==> src/rtl/rl_pkg.sv <==
package rl_pkg;

  typedef enum logic [1:0] {
    CLS_KNOWN_UC = 2'd0,
    CLS_FLOOD_UC = 2'd1,
    CLS_MCAST    = 2'd2,
    CLS_BCAST    = 2'd3
  } frame_class_e;

  typedef enum logic [1:0] {
    SEL_ALL   = 2'd0,
    SEL_MCAST = 2'd1,
    SEL_BCAST = 2'd2,
    SEL_FLOOD = 2'd3
  } sel_mode_e;

  typedef enum logic [1:0] {
    OVH_NONE     = 2'd0,
    OVH_PREAMBLE = 2'd1,
    OVH_IFG      = 2'd2,
    OVH_BOTH     = 2'd3
  } ovh_mode_e;

  localparam int unsigned PREAMBLE_BYTES = 8;
  localparam int unsigned IFG_BYTES      = 12;

  // Bytes charged for one frame: DA..FCS length plus selected overhead.
  function automatic logic [31:0] fn_counted_len(logic [31:0] len, ovh_mode_e ovh);
    logic [31:0] extra;
    case (ovh)
      OVH_PREAMBLE: extra = PREAMBLE_BYTES;
      OVH_IFG:      extra = IFG_BYTES;
      OVH_BOTH:     extra = PREAMBLE_BYTES + IFG_BYTES;
      default:      extra = 32'd0;
    endcase
    return len + extra;
  endfunction

  // Whether a frame class is policed under a select mode.
  function automatic logic fn_class_hit(sel_mode_e mode, frame_class_e cls);
    case (mode)
      SEL_MCAST: return cls == CLS_MCAST;
      SEL_BCAST: return cls == CLS_BCAST;
      SEL_FLOOD: return cls == CLS_FLOOD_UC;
      default:   return 1'b1;
    endcase
  endfunction

  // Code zero disables policing; a slow link ignores codes above its speed.
  function automatic logic fn_unlimited(logic [31:0] code, logic link10,
                                        logic [31:0] slow_max);
    return (code == 32'd0) || (link10 && (code > slow_max));
  endfunction

  // Bytes added per tick, clipped to the bucket size.
  function automatic logic [31:0] fn_refill(logic [31:0] code, logic [31:0] per_code,
                                            logic [31:0] cap);
    logic [31:0] amt;
    amt = code * per_code;
    return (amt > cap) ? cap : amt;
  endfunction

endpackage

==> src/rtl/rl_tick_gen.sv <==
module rl_tick_gen #(
  parameter int TICK_CYCLES = 125000
) (
  input  logic clk,
  input  logic rst_n,
  output logic tick
);
  localparam int CNT_W = (TICK_CYCLES > 1) ? $clog2(TICK_CYCLES) : 1;
  localparam logic [CNT_W-1:0] LAST = CNT_W'(TICK_CYCLES - 1);

  logic [CNT_W-1:0] cnt;

  assign tick = (cnt == LAST);

  always_ff @(posedge clk) begin
    if (!rst_n)    cnt <= '0;
    else if (tick) cnt <= '0;
    else           cnt <= cnt + 1'b1;
  end
endmodule

==> src/rtl/rl_frame_track.sv <==
module rl_frame_track #(
  parameter int NUM_PORTS = 3,
  parameter int PORT_W    = 2,
  parameter int PRIO_W    = 2
) (
  input  logic              clk,
  input  logic              rst_n,
  input  logic              start_valid,
  input  logic [PORT_W-1:0] start_port,
  input  logic [PRIO_W-1:0] start_prio,
  input  logic              start_charge,
  input  logic              end_valid,
  input  logic [PORT_W-1:0] end_port,
  output logic              debit_valid,
  output logic [PRIO_W-1:0] debit_prio
);
  logic              act_q  [NUM_PORTS];
  logic              chg_q  [NUM_PORTS];
  logic [PRIO_W-1:0] prio_q [NUM_PORTS];

  assign debit_valid = end_valid && act_q[end_port] && chg_q[end_port];
  assign debit_prio  = prio_q[end_port];

  always_ff @(posedge clk) begin
    if (!rst_n) begin
      for (int p = 0; p < NUM_PORTS; p++) begin
        act_q[p]  <= 1'b0;
        chg_q[p]  <= 1'b0;
        prio_q[p] <= '0;
      end
    end else begin
      if (end_valid) act_q[end_port] <= 1'b0;
      // A start on the same port in the same cycle opens the next frame.
      if (start_valid) begin
        act_q[start_port]  <= 1'b1;
        chg_q[start_port]  <= start_charge;
        prio_q[start_port] <= start_prio;
      end
    end
  end
endmodule

==> src/rtl/rl_bucket.sv <==
module rl_bucket #(
  parameter int LVL_W      = 16,
  parameter int BUCKET_MAX = 16384
) (
  input  logic                    clk,
  input  logic                    rst_n,
  input  logic                    tick,
  input  logic [LVL_W-1:0]        refill,
  input  logic                    unlimited,
  input  logic                    debit,
  input  logic [LVL_W-1:0]        debit_len,
  output logic signed [LVL_W-1:0] level,
  output logic                    ok
);
  localparam int SUM_W = LVL_W + 2;
  localparam logic signed [SUM_W-1:0] CAP_S = SUM_W'(BUCKET_MAX);

  logic signed [SUM_W-1:0] add_s, sub_s, sum_s;
  logic signed [LVL_W-1:0] next_lvl;

  always_comb begin
    add_s = tick  ? signed'(SUM_W'(refill))    : '0;
    sub_s = debit ? signed'(SUM_W'(debit_len)) : '0;
    sum_s = SUM_W'(level) + add_s - sub_s;
    if (unlimited || (sum_s > CAP_S)) next_lvl = LVL_W'(BUCKET_MAX);
    else                              next_lvl = sum_s[LVL_W-1:0];
  end

  assign ok = unlimited || (level > 0);

  always_ff @(posedge clk) begin
    if (!rst_n) level <= LVL_W'(BUCKET_MAX);
    else        level <= next_lvl;
  end
endmodule

==> src/rtl/rl_ingress_limiter.sv <==
module rl_ingress_limiter
  import rl_pkg::*;
#(
  parameter int NUM_PORTS       = 3,
  parameter int NUM_PRIO        = 4,
  parameter int RATE_W          = 11,
  parameter int LEN_W           = 11,
  parameter int TICK_CYCLES     = 125000,
  parameter int BYTES_PER_CODE  = 8,
  parameter int BUCKET_MAX      = 16384,
  parameter int LINK10_MAX_CODE = 156,
  localparam int PORT_W = (NUM_PORTS > 1) ? $clog2(NUM_PORTS) : 1,
  localparam int PRIO_W = (NUM_PRIO > 1) ? $clog2(NUM_PRIO) : 1
) (
  input  logic                            clk,
  input  logic                            rst_n,
  input  logic                            fs_valid,
  input  logic [PORT_W-1:0]               fs_port,
  input  logic [PRIO_W-1:0]               fs_prio,
  input  logic [1:0]                      fs_class,
  input  logic                            fe_valid,
  input  logic [PORT_W-1:0]               fe_port,
  input  logic [LEN_W-1:0]                fe_len,
  input  logic [NUM_PORTS*NUM_PRIO*RATE_W-1:0] cfg_rate,
  input  logic [2*NUM_PORTS-1:0]          cfg_sel,
  input  logic [2*NUM_PORTS-1:0]          cfg_ovh,
  input  logic [NUM_PORTS-1:0]            cfg_link10,
  output logic                            dec_valid,
  output logic                            dec_drop,
  output logic [PORT_W-1:0]               dec_port,
  output logic [PRIO_W-1:0]               dec_prio
);
  localparam int NB    = NUM_PORTS * NUM_PRIO;
  localparam int BKT_W = (NB > 1) ? $clog2(NB) : 1;
  localparam int LVL_W = $clog2(BUCKET_MAX + 4096) + 2;

  // Named internal events (observed by the bound checker).
  logic                  tick;
  logic [NB*LVL_W-1:0]   lvl_flat;
  logic [NB-1:0]         bkt_unlim;
  logic [NB-1:0]         bkt_ok;
  logic [BKT_W-1:0]      start_idx;
  logic                  start_sel_hit;
  logic                  start_unlim;
  logic                  start_ok;
  logic                  start_drop;
  logic                  deb_valid;
  logic [PRIO_W-1:0]     deb_prio;
  logic [BKT_W-1:0]      deb_idx;
  logic [LVL_W-1:0]      deb_len;
  logic [31:0]           deb_len_w;

  rl_tick_gen #(.TICK_CYCLES(TICK_CYCLES)) u_tick (
    .clk(clk), .rst_n(rst_n), .tick(tick)
  );

  // Start-of-frame decision.
  always_comb begin
    start_idx     = BKT_W'(int'(fs_port) * NUM_PRIO + int'(fs_prio));
    start_sel_hit = fn_class_hit(sel_mode_e'(cfg_sel[2*fs_port +: 2]),
                                 frame_class_e'(fs_class));
    start_unlim   = bkt_unlim[start_idx];
    start_ok      = bkt_ok[start_idx];
    start_drop    = start_sel_hit && !start_ok;
  end

  always_ff @(posedge clk) begin
    if (!rst_n) begin
      dec_valid <= 1'b0;
      dec_drop  <= 1'b0;
      dec_port  <= '0;
      dec_prio  <= '0;
    end else begin
      dec_valid <= fs_valid;
      dec_drop  <= fs_valid && start_drop;
      if (fs_valid) begin
        dec_port <= fs_port;
        dec_prio <= fs_prio;
      end
    end
  end

  rl_frame_track #(.NUM_PORTS(NUM_PORTS), .PORT_W(PORT_W), .PRIO_W(PRIO_W)) u_track (
    .clk(clk), .rst_n(rst_n),
    .start_valid(fs_valid), .start_port(fs_port), .start_prio(fs_prio),
    .start_charge(start_sel_hit && start_ok),
    .end_valid(fe_valid), .end_port(fe_port),
    .debit_valid(deb_valid), .debit_prio(deb_prio)
  );

  // End-of-frame debit.
  always_comb begin
    deb_idx   = BKT_W'(int'(fe_port) * NUM_PRIO + int'(deb_prio));
    deb_len_w = fn_counted_len(32'(fe_len), ovh_mode_e'(cfg_ovh[2*fe_port +: 2]));
    deb_len   = deb_len_w[LVL_W-1:0];
  end

  for (genvar b = 0; b < NB; b++) begin : g_bkt
    localparam int PORT_IDX = b / NUM_PRIO;
    logic [31:0]             refill_w;
    logic signed [LVL_W-1:0] lvl;

    always_comb begin
      refill_w     = fn_refill(32'(cfg_rate[b*RATE_W +: RATE_W]),
                               32'(BYTES_PER_CODE), 32'(BUCKET_MAX));
      bkt_unlim[b] = fn_unlimited(32'(cfg_rate[b*RATE_W +: RATE_W]),
                                  cfg_link10[PORT_IDX], 32'(LINK10_MAX_CODE));
    end

    rl_bucket #(.LVL_W(LVL_W), .BUCKET_MAX(BUCKET_MAX)) u_bucket (
      .clk(clk), .rst_n(rst_n), .tick(tick),
      .refill(refill_w[LVL_W-1:0]), .unlimited(bkt_unlim[b]),
      .debit(deb_valid && (deb_idx == BKT_W'(b))), .debit_len(deb_len),
      .level(lvl), .ok(bkt_ok[b])
    );

    assign lvl_flat[b*LVL_W +: LVL_W] = lvl;
  end
endmodule

==> config.mk <==
export PLATFORM = sky130hd
export DESIGN_NAME = rl_ingress_limiter
export DESIGN_NICKNAME = d
export VERILOG_FILES = /design/src/rtl/rl_pkg.sv /design/src/rtl/rl_tick_gen.sv /design/src/rtl/rl_frame_track.sv /design/src/rtl/rl_bucket.sv /design/src/rtl/rl_ingress_limiter.sv
export SDC_FILE = /design/constraint.sdc
export NUM_CORES = 1
export LEC_CHECK = 0
export ABC_CLOCK_PERIOD_IN_PS = 8180
export BUFFER_PORTS_ARGS = -buffer_cell sky130_fd_sc_hd__buf_2
export CAP_MARGIN = 10
export CORE_ASPECT_RATIO = 0.7
export CORE_MARGIN = 3
export CORE_UTILIZATION = 35
export DETAILED_ROUTE_END_ITERATION = 16
export PLACE_DENSITY_LB_ADDON = 0.3
export RECOVER_POWER = 25
export SLEW_MARGIN = 20
export SYNTH_ARGS = -nofsm -noshare
export SYNTH_HDL_FRONTEND = slang
export SYNTH_SLANG_ARGS = --single-unit
==> constraint.sdc <==
create_clock -name clk -period 8.18 [get_ports clk]
set_input_delay 0.818 -clock clk [delete_from_list [all_inputs] [get_ports clk]]
set_output_delay 0.818 -clock clk [all_outputs]
set_load 0.005 [all_outputs]
# Word level (Yosys, flattened, before mapping)
# Memories as Yosys holds them, arrays and structs flattened.
# Cells that the tools add are included.
# totals
register_bits	227
ramBits	12
inputBits	170
output_inout_bits	6
wordCells	276
memories	3
# classes
addsub	28
magnitude_cmp	49
eq_ne	21
shift	2
n_mux	59
n_bitwise	1
n_reduce_logical	96
# mem_list
name	depth	word_bits	rd	rd_clocked_by_memory_dff	wr	line_no	rtl
u_track.prio_q	3	2	1	0	3	rl_frame_track.sv:19	logic [PRIO_W-1:0] prio_q [NUM_PORTS];
u_track.act_q	3	1	1	0	3	rl_frame_track.sv:17	logic act_q [NUM_PORTS];
u_track.chg_q	3	1	1	0	3	rl_frame_track.sv:18	logic chg_q [NUM_PORTS];
# op_table
operator	n
$mux 15	24
$gt 19x16->1 const B	12
$sub 19x19->19	12
$add 17x16->18	12
$gt 17x1->1 const B	12
$mux 17	12
$gt 14x15->1 const B	12
$gt 11x8->1 const B	12
$logic_not 11->1	12
$logic_or 1x1->1	36
$logic_and 1x1->1	29
$reduce_or 2->1	14
$add 11x17->17	1
$add 17x1->17 const B	1
$eq 17x17->1 const B	1
$eq 4x3->1 const B	4
$eq 4x4->1 const B	4
$mux 1	15
$pmux 5 s3	1
$eq 2x2->1 const B	6
$shiftx 6x4->2	2
$mux 2	5
$add 4x2->4	2
$eq 4x2->1 const B	2
9 further kinds	13

# Depth between registers and ports, before layout
# Gate-level depths: netlist of the first run.
# logic_depth
word_depth	9
depth_mapped	27
depth_no_buf	23

# Modules after synthesis
# Synthesis of the first run repeated with hierarchy kept, for this count alone.
# unflattened
hier_cells	3828
area_unflattened_um2	30538.0
# modules_own_cells
mod	n_inst	cells_each	area_per_inst_um2	seq_area_each_um2
rl_bucket (g_bkt[0].u_bucket ...)	4	296	2322.2	340.3
rl_bucket (g_bkt[11].u_bucket ...)	2	268	2147.1	340.3
rl_bucket (g_bkt[10].u_bucket)	1	299	2453.6	340.3
rl_bucket (g_bkt[6].u_bucket)	1	304	2347.3	340.3
rl_bucket (g_bkt[9].u_bucket)	1	296	2336.0	340.3
rl_bucket (g_bkt[7].u_bucket)	1	298	2329.7	340.3
rl_bucket (g_bkt[2].u_bucket)	1	304	2318.5	340.3
rl_bucket (g_bkt[8].u_bucket)	1	275	2293.4	340.3
rl_ingress_limiter	1	179	1343.8	120.1
rl_tick_gen	1	90	803.3	340.3
rl_frame_track	1	63	729.4	410.4

# Worst setup path before layout of the first run
# No wires, ideal clock.
# synth_path
path_type	input port to flip-flop
from	input fe_port[1]
to	register g_bkt[3].u_bucket.level[5]
arrival_ns	5.975
path_slack_ns	2.086
cell_stages	25
path_buffers	3
cell_sequence	clkbuf_1 -> mux2i_1 -> o21a_1 -> inv_1 -> ha_1 -> or2_2 -> ha_1 -> fa_1 -> a21o_1 -> nand2_1 -> xnor2_1 -> clkbuf_1 -> nand2_1 -> ha_1 -> a21oi_1 -> nor2_1 -> a311o_1 -> nor3_1 -> o31ai_1 -> or3_1 -> nand3b_1 -> xnor3_1 -> a41oi_1 -> buf_2 -> nor2_1
# synth_between
elab_chain_len	9
elab_cells_between_ends	19
classes_between	add/sub (3); order compare (1); eq/ne (4); shift (1); mux (2); reduce/logical (5); memory (3)
# synth_lines
item	line_no	rtl
start, declared	rl_ingress_limiter.sv:22	input logic [PORT_W-1:0] fe_port,
$shiftx 6x4->2, or another cell as far along	rl_ingress_limiter.sv:94	deb_len_w = fn_counted_len(32'(fe_len), ovh_mode_e'(cfg_ovh[2*fe_port +: 2]));
$eq 2x2->1, or another cell as far along	rl_pkg.sv:30	case (ovh)
$pmux 5 s3, or another cell as far along	rl_pkg.sv:30	
$add 11x17->17 or $logic_and 1x1->1 (tied branches)	rl_pkg.sv:36, rl_ingress_limiter.sv:113	
$mux 17 *	rl_bucket.sv:23	sub_s = debit ? signed'(SUM_W'(debit_len)) : '0;
$sub 19x19->19 *	rl_bucket.sv:24	sum_s = SUM_W'(level) + add_s - sub_s;
$gt 19x16->1	rl_bucket.sv:25	if (unlimited || (sum_s > CAP_S)) next_lvl = LVL_W'(BUCKET_MAX);
$logic_or 1x1->1	rl_bucket.sv:25	
$reduce_or 2->1 (no source line)	n/a	
end signal, assigned	rl_bucket.sv:32	if (!rst_n) level <= LVL_W'(BUCKET_MAX);
end signal, assigned	rl_bucket.sv:33	else level <= next_lvl;
end, declared	rl_bucket.sv:12	output logic signed [LVL_W-1:0] level,
# Every way passes the cells marked *; elsewhere a longest branch is shown, timed or not.
# A chain may end at the register's enable or synchronous reset.

# Worst setup path after layout of the first run
# layout_path
from	input fe_port[1]
to	register g_bkt[11].u_bucket.level[10]
# layout_between
elab_chain_len	9
elab_cells_between_ends	19
classes_between	add/sub (3); order compare (1); eq/ne (4); shift (1); mux (2); reduce/logical (5); memory (3)
# layout_lines
item	line_no
$shiftx 6x4->2, or another cell as far along	rl_ingress_limiter.sv:94
$eq 2x2->1, or another cell as far along	rl_pkg.sv:30
$pmux 5 s3, or another cell as far along	rl_pkg.sv:30
$add 11x17->17 or $logic_and 1x1->1 (tied branches)	rl_pkg.sv:36, rl_ingress_limiter.sv:113
$mux 17 *	rl_bucket.sv:23
$sub 19x19->19 *	rl_bucket.sv:24
$gt 19x16->1	rl_bucket.sv:25
$logic_or 1x1->1	rl_bucket.sv:25
$reduce_or 2->1 (no source line)	n/a
end signal, assigned	rl_bucket.sv:32
end signal, assigned	rl_bucket.sv:33
end, declared	rl_bucket.sv:12
# Marked as above.

==> impl_metrics.yaml, run 1 <==
detailed_routing:
  wl_per_cell_um: 18.1
  ant_nets: 0
  wl_mm: 81.4
  drc: 0
  first_iter_violations: 2056
  routed_via_density: 5.55
  vias: 24907
  firstDrtPassIters: 5
cts:
  clock-root-buffer: "clkbuf_16"
  post_cts_buffers: 0
  cts_sinks: 241
  cts_resized: 0
  clk_pin_slew_worst_paths_ns: 0.07
  cts_tree: "done"
  cts_hold_buf: 0
  cts_buffers: 28
  cts_buffer_depth: 3
  cts_max_level: 1
  clk_latency_ns: 0.59
global_routing:
  met3_usage_pct: 3.89
  use_met2_pct: 29.8
  grt_use_total_pct: 20.2
  grt.busiest_layer: "met1"
  grt_use_met1_pct: 29.8
  grt_max_degree: 84
  grt_pass1_vias: 22953
  antenna_found_initial: 7
  gr-total-overflow: 0
  grt_pass1_wl_mm: 127
power_and_ir_drop:
  p_clk_share_pct: 44.5
  p_sw_share_pct: 28.3
  intPower_mw: 2.10
  power_frac_comb_pct: 14.4
  powerDensity_mw_per_mm2: 101
  cellLeakagePower_nw: 12.5
  ir_drop_v: 0.000160
  switchingPower_uw: 829
  seqPwrFrac_pct: 41.1
setup_path:
  crit_fanout: 13
  worstPathRequired_ns: 8.63
  cpMaxStageDelayCell: "xor2_1"
  worst-path-buf-inv: 3
  crit_path_end_kind: "register"
  worstPathArrival_ns: 7.67
  worstPathCellList: "buf_2 > mux2i_1 > o21a_1 > inv_1 > ha_1 > or2_2 > ha_1 > a21o_1 > a21oi_1 > nor2_1 > xor2_1 > buf_4 > nand2_1 > ha_1 > or4_1 > o22ai_1 > o21ai_1 > a31o_2 > a2111oi_0 > nor2_1 > xor2_1 > a41oi_2 > nor2b_1"
  start_kind: "primary input"
  cpMostUsedCell: "ha_1"
  crit_type: "in2reg"
  max_stage_delay_ns: 0.73
  path_delay_family: "compound AO/OA/AOI/OAI gates"
floorplanning:
  coreArea_mm2: 0.0735
  io_pins: 176
  fp.dieW_um: 332
  initial_utilization_pct: 35.4
  rows: 83
  dieHeight_um: 234
  die-area_mm2: 0.0778
yosys:
  async_flop_share_pct: 0
  synth.distinct_cells: 105
  syn-num-nets: 3833
  synth-edff-count: 8
  yosysWarnings: 0
  syn-cell-area_mm2: 0.0260
  synth_ff_type: "dfxtp_1"
  syn_inst: 3355
  synth_seq_cells: 241
  syn_area_per_cell_um2: 7.76
  ys_seq_area_share_pct: 18.8
finish:
  drive_gt1_share_pct: 9.72
  final_cell_mix: "330 x nor2_1, 294 x nand2_1, 283 x ha_1"
  mostFrequentLayoutCell: "nor2_1"
  fin_area_mm2: 0.0289
  final_nets: 3968
  syn_to_final_growth_pct: 11.0
place:
  dp_hpwl_mm: 65.6
  place_congestion: 0.910
  placed_area_mm2: 0.0280
  port_buffers: 175
run_status:
  status: "finished, violations left"
  violations: "capacitance limit, slew limit"
timing:
  holdWs_ns: 0.460
  maxSlewViolCount: 38
  hold_violations: 0
  period_share_pct: 88.3
  rsz0062_at_grt: "false"
  relSlewSlack_pct: -41.9
  setup_tns_ns: 0
  clock_skew_ns: 0.0284
  fmax_mhz: 138
  setup_viol: 0
  tightest_slew_ns: 2.13
  fin_crit_ns: 7.22
flow_run:
  cap_violations: 2
min_path:
  hold_class: "reg2reg"
-- metrics by stage --
stage	std cells	utilization, %	total power, mW	setup WS [ns]
floorplan	3355	-	1.47	2.09
global placement	4437	38.1	1.64	0.977
detailed placement	4437	38.1	1.65	0.922
CTS	4485	39.3	2.95	1.50
global route	4487	39.3	3.02	0.497
finish	4491	39.3	2.93	0.960
-- tightest hold or removal path, delay by kind of cell (launching register included) --
kind / cells / cell delay (ns)
AND/OR/NAND/NOR: 1 / 0.05
AO/OA/AOI/OAI: 1 / 0.06
flip-flops: 1 / 0.31
-- state kept, by name, summed over array words and instances, names as in the netlist --
| name | flops |
|---|---|
| g_bkt.u_bucket.level | 204 |
| dec_drop | 1 |
| dec_port | 2 |
| u_tick.cnt | 17 |
| u_track.prio_q | 8 |
| u_track.act_q | 3 |
| dec_valid | 1 |
| u_track.chg_q | 3 |
| dec_prio | 2 |
-- power by group through the flow --
| stage | Combinational, mW | Clock [mW] | Sequential (mW) |
|---|---|---|---|
| final | 0.421 | 1.30 | 1.20 |
| after floorplan | 0.246 | 0 | 1.22 |
| after detailed placement | 0.417 | 0 | 1.23 |
| after global routing | 0.456 | 1.37 | 1.20 |
| after CTS | 0.419 | 1.32 | 1.20 |
| after global placement | 0.414 | 0 | 1.23 |
-- routing by layer --
metal	share of wire (%)	vias to the layer above	routed length, um
li1	-	12649	-
met5	0.042	-	34
met2	40	631	32900
met4	2.4	4	1920
met1	50	11537	41000
met3	6.9	86	5610
-- cells in the mapped netlist, types with 13 or more instances --
| library cell | instances | area (um2) |
|---|---|---|
| o21ai_0 | 150 | 751 |
| a21o_1 | 76 | 571 |
| nand2_1 | 294 | 1100 |
| mux2i_1 | 21 | 210 |
| a31oi_1 | 26 | 163 |
| dfxtp_1 | 233 | 4660 |
| nand3_1 | 71 | 355 |
| and3_1 | 49 | 307 |
| a2111oi_0 | 13 | 114 |
| a32oi_1 | 14 | 123 |
| or4_1 | 14 | 105 |
| and2_1 | 174 | 1090 |
| clkbuf_1 | 76 | 285 |
| nor4_1 | 90 | 563 |
| nor2_1 | 330 | 1240 |
| xnor2_1 | 151 | 1320 |
| a211oi_1 | 50 | 375 |
| nor3_1 | 94 | 470 |
| o31ai_1 | 30 | 225 |
| or2_2 | 24 | 150 |
| fa_1 | 25 | 500 |
| nand2b_1 | 40 | 250 |
| ha_1 | 283 | 3540 |
| o21bai_1 | 22 | 165 |
| a211oi_2 | 13 | 163 |
| or3_1 | 29 | 181 |
| inv_1 | 133 | 499 |
| o211ai_1 | 23 | 173 |
| nor3b_1 | 23 | 173 |
| o21a_1 | 86 | 646 |
| o31a_1 | 29 | 254 |
| a21oi_1 | 180 | 901 |
| o21ai_1 | 14 | 70.1 |
| a311oi_1 | 20 | 175 |
| nand3b_1 | 15 | 113 |
| xor2_1 | 99 | 867 |
| nand4_1 | 28 | 175 |
| nor2b_1 | 72 | 450 |
-- final cells by class --
class / count / area (um2)
timing repair buffer: 197 / 1030
fill: 7619 / 44600
inverter: 133 / 499
clock inverter: 12 / 155
multi-input combinational: 2889 / 20300
antenna: 6 / 15.0
tap: 977 / 1220
clock buffer: 36 / 771
sequential: 241 / 4900
-- kinds of logic (layout without fill, tap and decap cells) --
group	Yosys count	after routing	synth area share (%)
other	0	6	0
flip-flops	241	241	18.8
AO/OA/AOI/OAI	906	906	24.8
adder cells (fa/ha/maj)	308	308	15.5
XOR/XNOR	251	251	8.49
AND/OR/NAND/NOR	1396	1396	27.7
multiplexers	28	28	1.20
buffers and inverters	225	378	3.40
-- final timing paths --
kind,start,to,slack [ns],cells after the start
min,u_track.act_q[0]$_DFF_P_,u_track.act_q[0]$_DFF_P_,0.46,2
max reg2reg,u_tick.cnt[4]$_SDFF_PP0_,g_bkt[5].u_bucket.level[3]$_SDFF_PP0_,1.52,23
min reg2reg,u_track.act_q[0]$_DFF_P_,u_track.act_q[0]$_DFF_P_,0.46,2
max,fe_port[1],g_bkt[11].u_bucket.level[10]$_SDFF_PP0_,0.96,23
(Power assumes the default switching activity.)
==> run 2: changes to the inputs <==
- CORE_MARGIN: 3 -> not set
==> impl_metrics.yaml, run 2 (synthesis gave the netlist of run 1 again) <==
cts:
  cts_max_level: 1
  cts_resized: 0
  clock-root-buffer: "clkbuf_16"
  clk_pin_slew_worst_paths_ns: 0.06
  clk_latency_ns: 0.58
  cts_tree: "done"
  cts_hold_buf: 0
  post_cts_buffers: 0
  cts_sinks: 241
  cts_buffer_depth: 3
  cts_buffers: 29
finish:
  final_nets: 3965
  largest_reg_flops: 204
  fin_area_mm2: 0.0289
  drive_gt1_share_pct: 9.72
  reg_top3: "g_bkt.u_bucket.level (204), u_tick.cnt (17), u_track.prio_q (8)"
  top_register: "g_bkt.u_bucket.level"
  mostFrequentLayoutCell: "nor2_1"
  instances_no_fill: 4487
  syn_to_final_growth_pct: 10.9
  final_cell_mix: "330 x nor2_1, 294 x nand2_1, 283 x ha_1"
floorplanning:
  coreArea_mm2: 0.0734
  rows: 83
  io_pins: 176
  fp.dieW_um: 328
  dieHeight_um: 230
  die-area_mm2: 0.0755
  initial_utilization_pct: 35.5
setup_path:
  crit_fanout: 11
  worstPathRequired_ns: 8.59
  start_kind: "primary input"
  rr_worst_depth: 21
  r2r_setup_slack_ns: 1.58
  r2r-end: "g_bkt[11].u_bucket.level[7]$_SDFF_PP0_"
  crit_path_end_kind: "register"
  crit_type: "in2reg"
  r2r_start: "u_tick.cnt[0]$_SDFF_PP0_"
  worstPathArrival_ns: 7.56
timing:
  maxSlewViolCount: 38
  fmax_mhz: 140
  rsz0062_at_grt: "false"
  setup_tns_ns: 0
  setup_viol: 0
  fin_crit_ns: 7.15
  relSlewSlack_pct: -48.4
  tightest_slew_ns: 2.23
  period_share_pct: 87.4
  hold_violations: 0
  clock_skew_ns: 0.0250
place:
  placed_area_mm2: 0.0280
  port_buffers: 175
  dpl.cell_count: 4433
  place_congestion: 0.902
  dp_hpwl_mm: 65.8
power_and_ir_drop:
  powerDensity_mw_per_mm2: 101
  ir_drop_v: 0.000161
  cellLeakagePower_nw: 12.5
detailed_routing:
  vias: 25176
  drc: 0
  routed_via_density: 5.61
  firstDrtPassIters: 5
  wl_mm: 82.2
  first_iter_violations: 2198
  wl_per_cell_um: 18.3
  ant_nets: 0
min_path:
  holdPathEnd: "u_track.act_q[0]$_DFF_P_"
  min_path_cells: 2
  hold_class: "reg2reg"
  worstHoldStart: "u_track.act_q[0]$_DFF_P_"
global_routing:
  grt_pass1_wl_mm: 128
  grt_pass1_vias: 22529
  grt_use_total_pct: 21.1
  grt_max_degree: 88
  antenna_found_initial: 6
  gr-total-overflow: 0
run_status:
  violations: "capacitance limit, slew limit"
  status: "finished, violations left"
flow_run:
  cap_violations: 2
-- run 2: worst max-delay path by stage --
stage / startpoint / end / depth (start not counted)
after floorplan: fe_port[1] / g_bkt[3].u_bucket.level[5]$_SDFF_PP0_ / 25
after CTS: fe_port[1] / g_bkt[3].u_bucket.level[1]$_SDFF_PP0_ / 22
after global placement: fe_port[1] / g_bkt[3].u_bucket.level[8]$_SDFF_PP0_ / 22
final: fe_port[1] / g_bkt[4].u_bucket.level[8]$_SDFF_PP0_ / 22
after detailed placement: fe_port[1] / g_bkt[3].u_bucket.level[8]$_SDFF_PP0_ / 22
after global routing: fe_port[1] / g_bkt[4].u_bucket.level[7]$_SDFF_PP0_ / 22
-- run 2: final cells by class --
cell class | count | area (um2)
fillers | 7564 | 44500
inverters | 133 | 499
multi-input cells | 2889 | 20300
well taps | 977 | 1220
repair buffers | 193 | 996
flip-flops and latches | 241 | 4900
clock inverters | 18 | 158
clock buffers | 35 | 788
diodes | 1 | 2.50
-- run 2: through the flow --
step | hold slack (ns) | utilization [%] | setup slack [ns] | power (mW)
after floorplan | 0.434 | - | 2.09 | 1.47
after global placement | 0.449 | 38.1 | 0.959 | 1.63
after detailed placement | 0.458 | 38.1 | 0.840 | 1.63
after CTS | 0.470 | 39.4 | 1.45 | 2.95
after global routing | 0.490 | 39.3 | 0.656 | 3.04
final | 0.472 | 39.3 | 1.03 | 2.93
-- run 2: critical path, cell delays in order --
cell and delay, ns:
buf_2 0.25, mux2i_1 0.37, o21ai_0 0.31, ha_1 0.30
or2_2 0.30, ha_1 0.22, a21o_1 0.16, a21oi_1 0.39
nor2_1 0.11, xor2_1 0.69, clkbuf_1 0.31, nand2_1 0.09
ha_1 0.41, inv_1 0.10, o41ai_1 0.70, a21oi_1 0.21
xor2_1 0.21, a41oi_1 0.24, a2111oi_2 0.08, o31ai_2 0.89
buf_4 0.30, a211oi_1 0.08
-- run 2: power by group --
part	switching, mW	internal, mW
sequential	0.00983	1.19
combinational	0.268	0.141
clock	0.569	0.748
total	0.848	2.08
-- run 2: metal layers --
metal | wire (um) | up-vias | part of all wire, % | global-route usage, %
li1 | - | 12646 | - | -
met1 | 42600 | 11723 | 52 | 33.0
met2 | 32800 | 712 | 40 | 30.1
met3 | 5320 | 87 | 6.5 | 3.18
met4 | 1390 | 8 | 1.7 | 3.62
met5 | 64 | - | 0.078 | 0
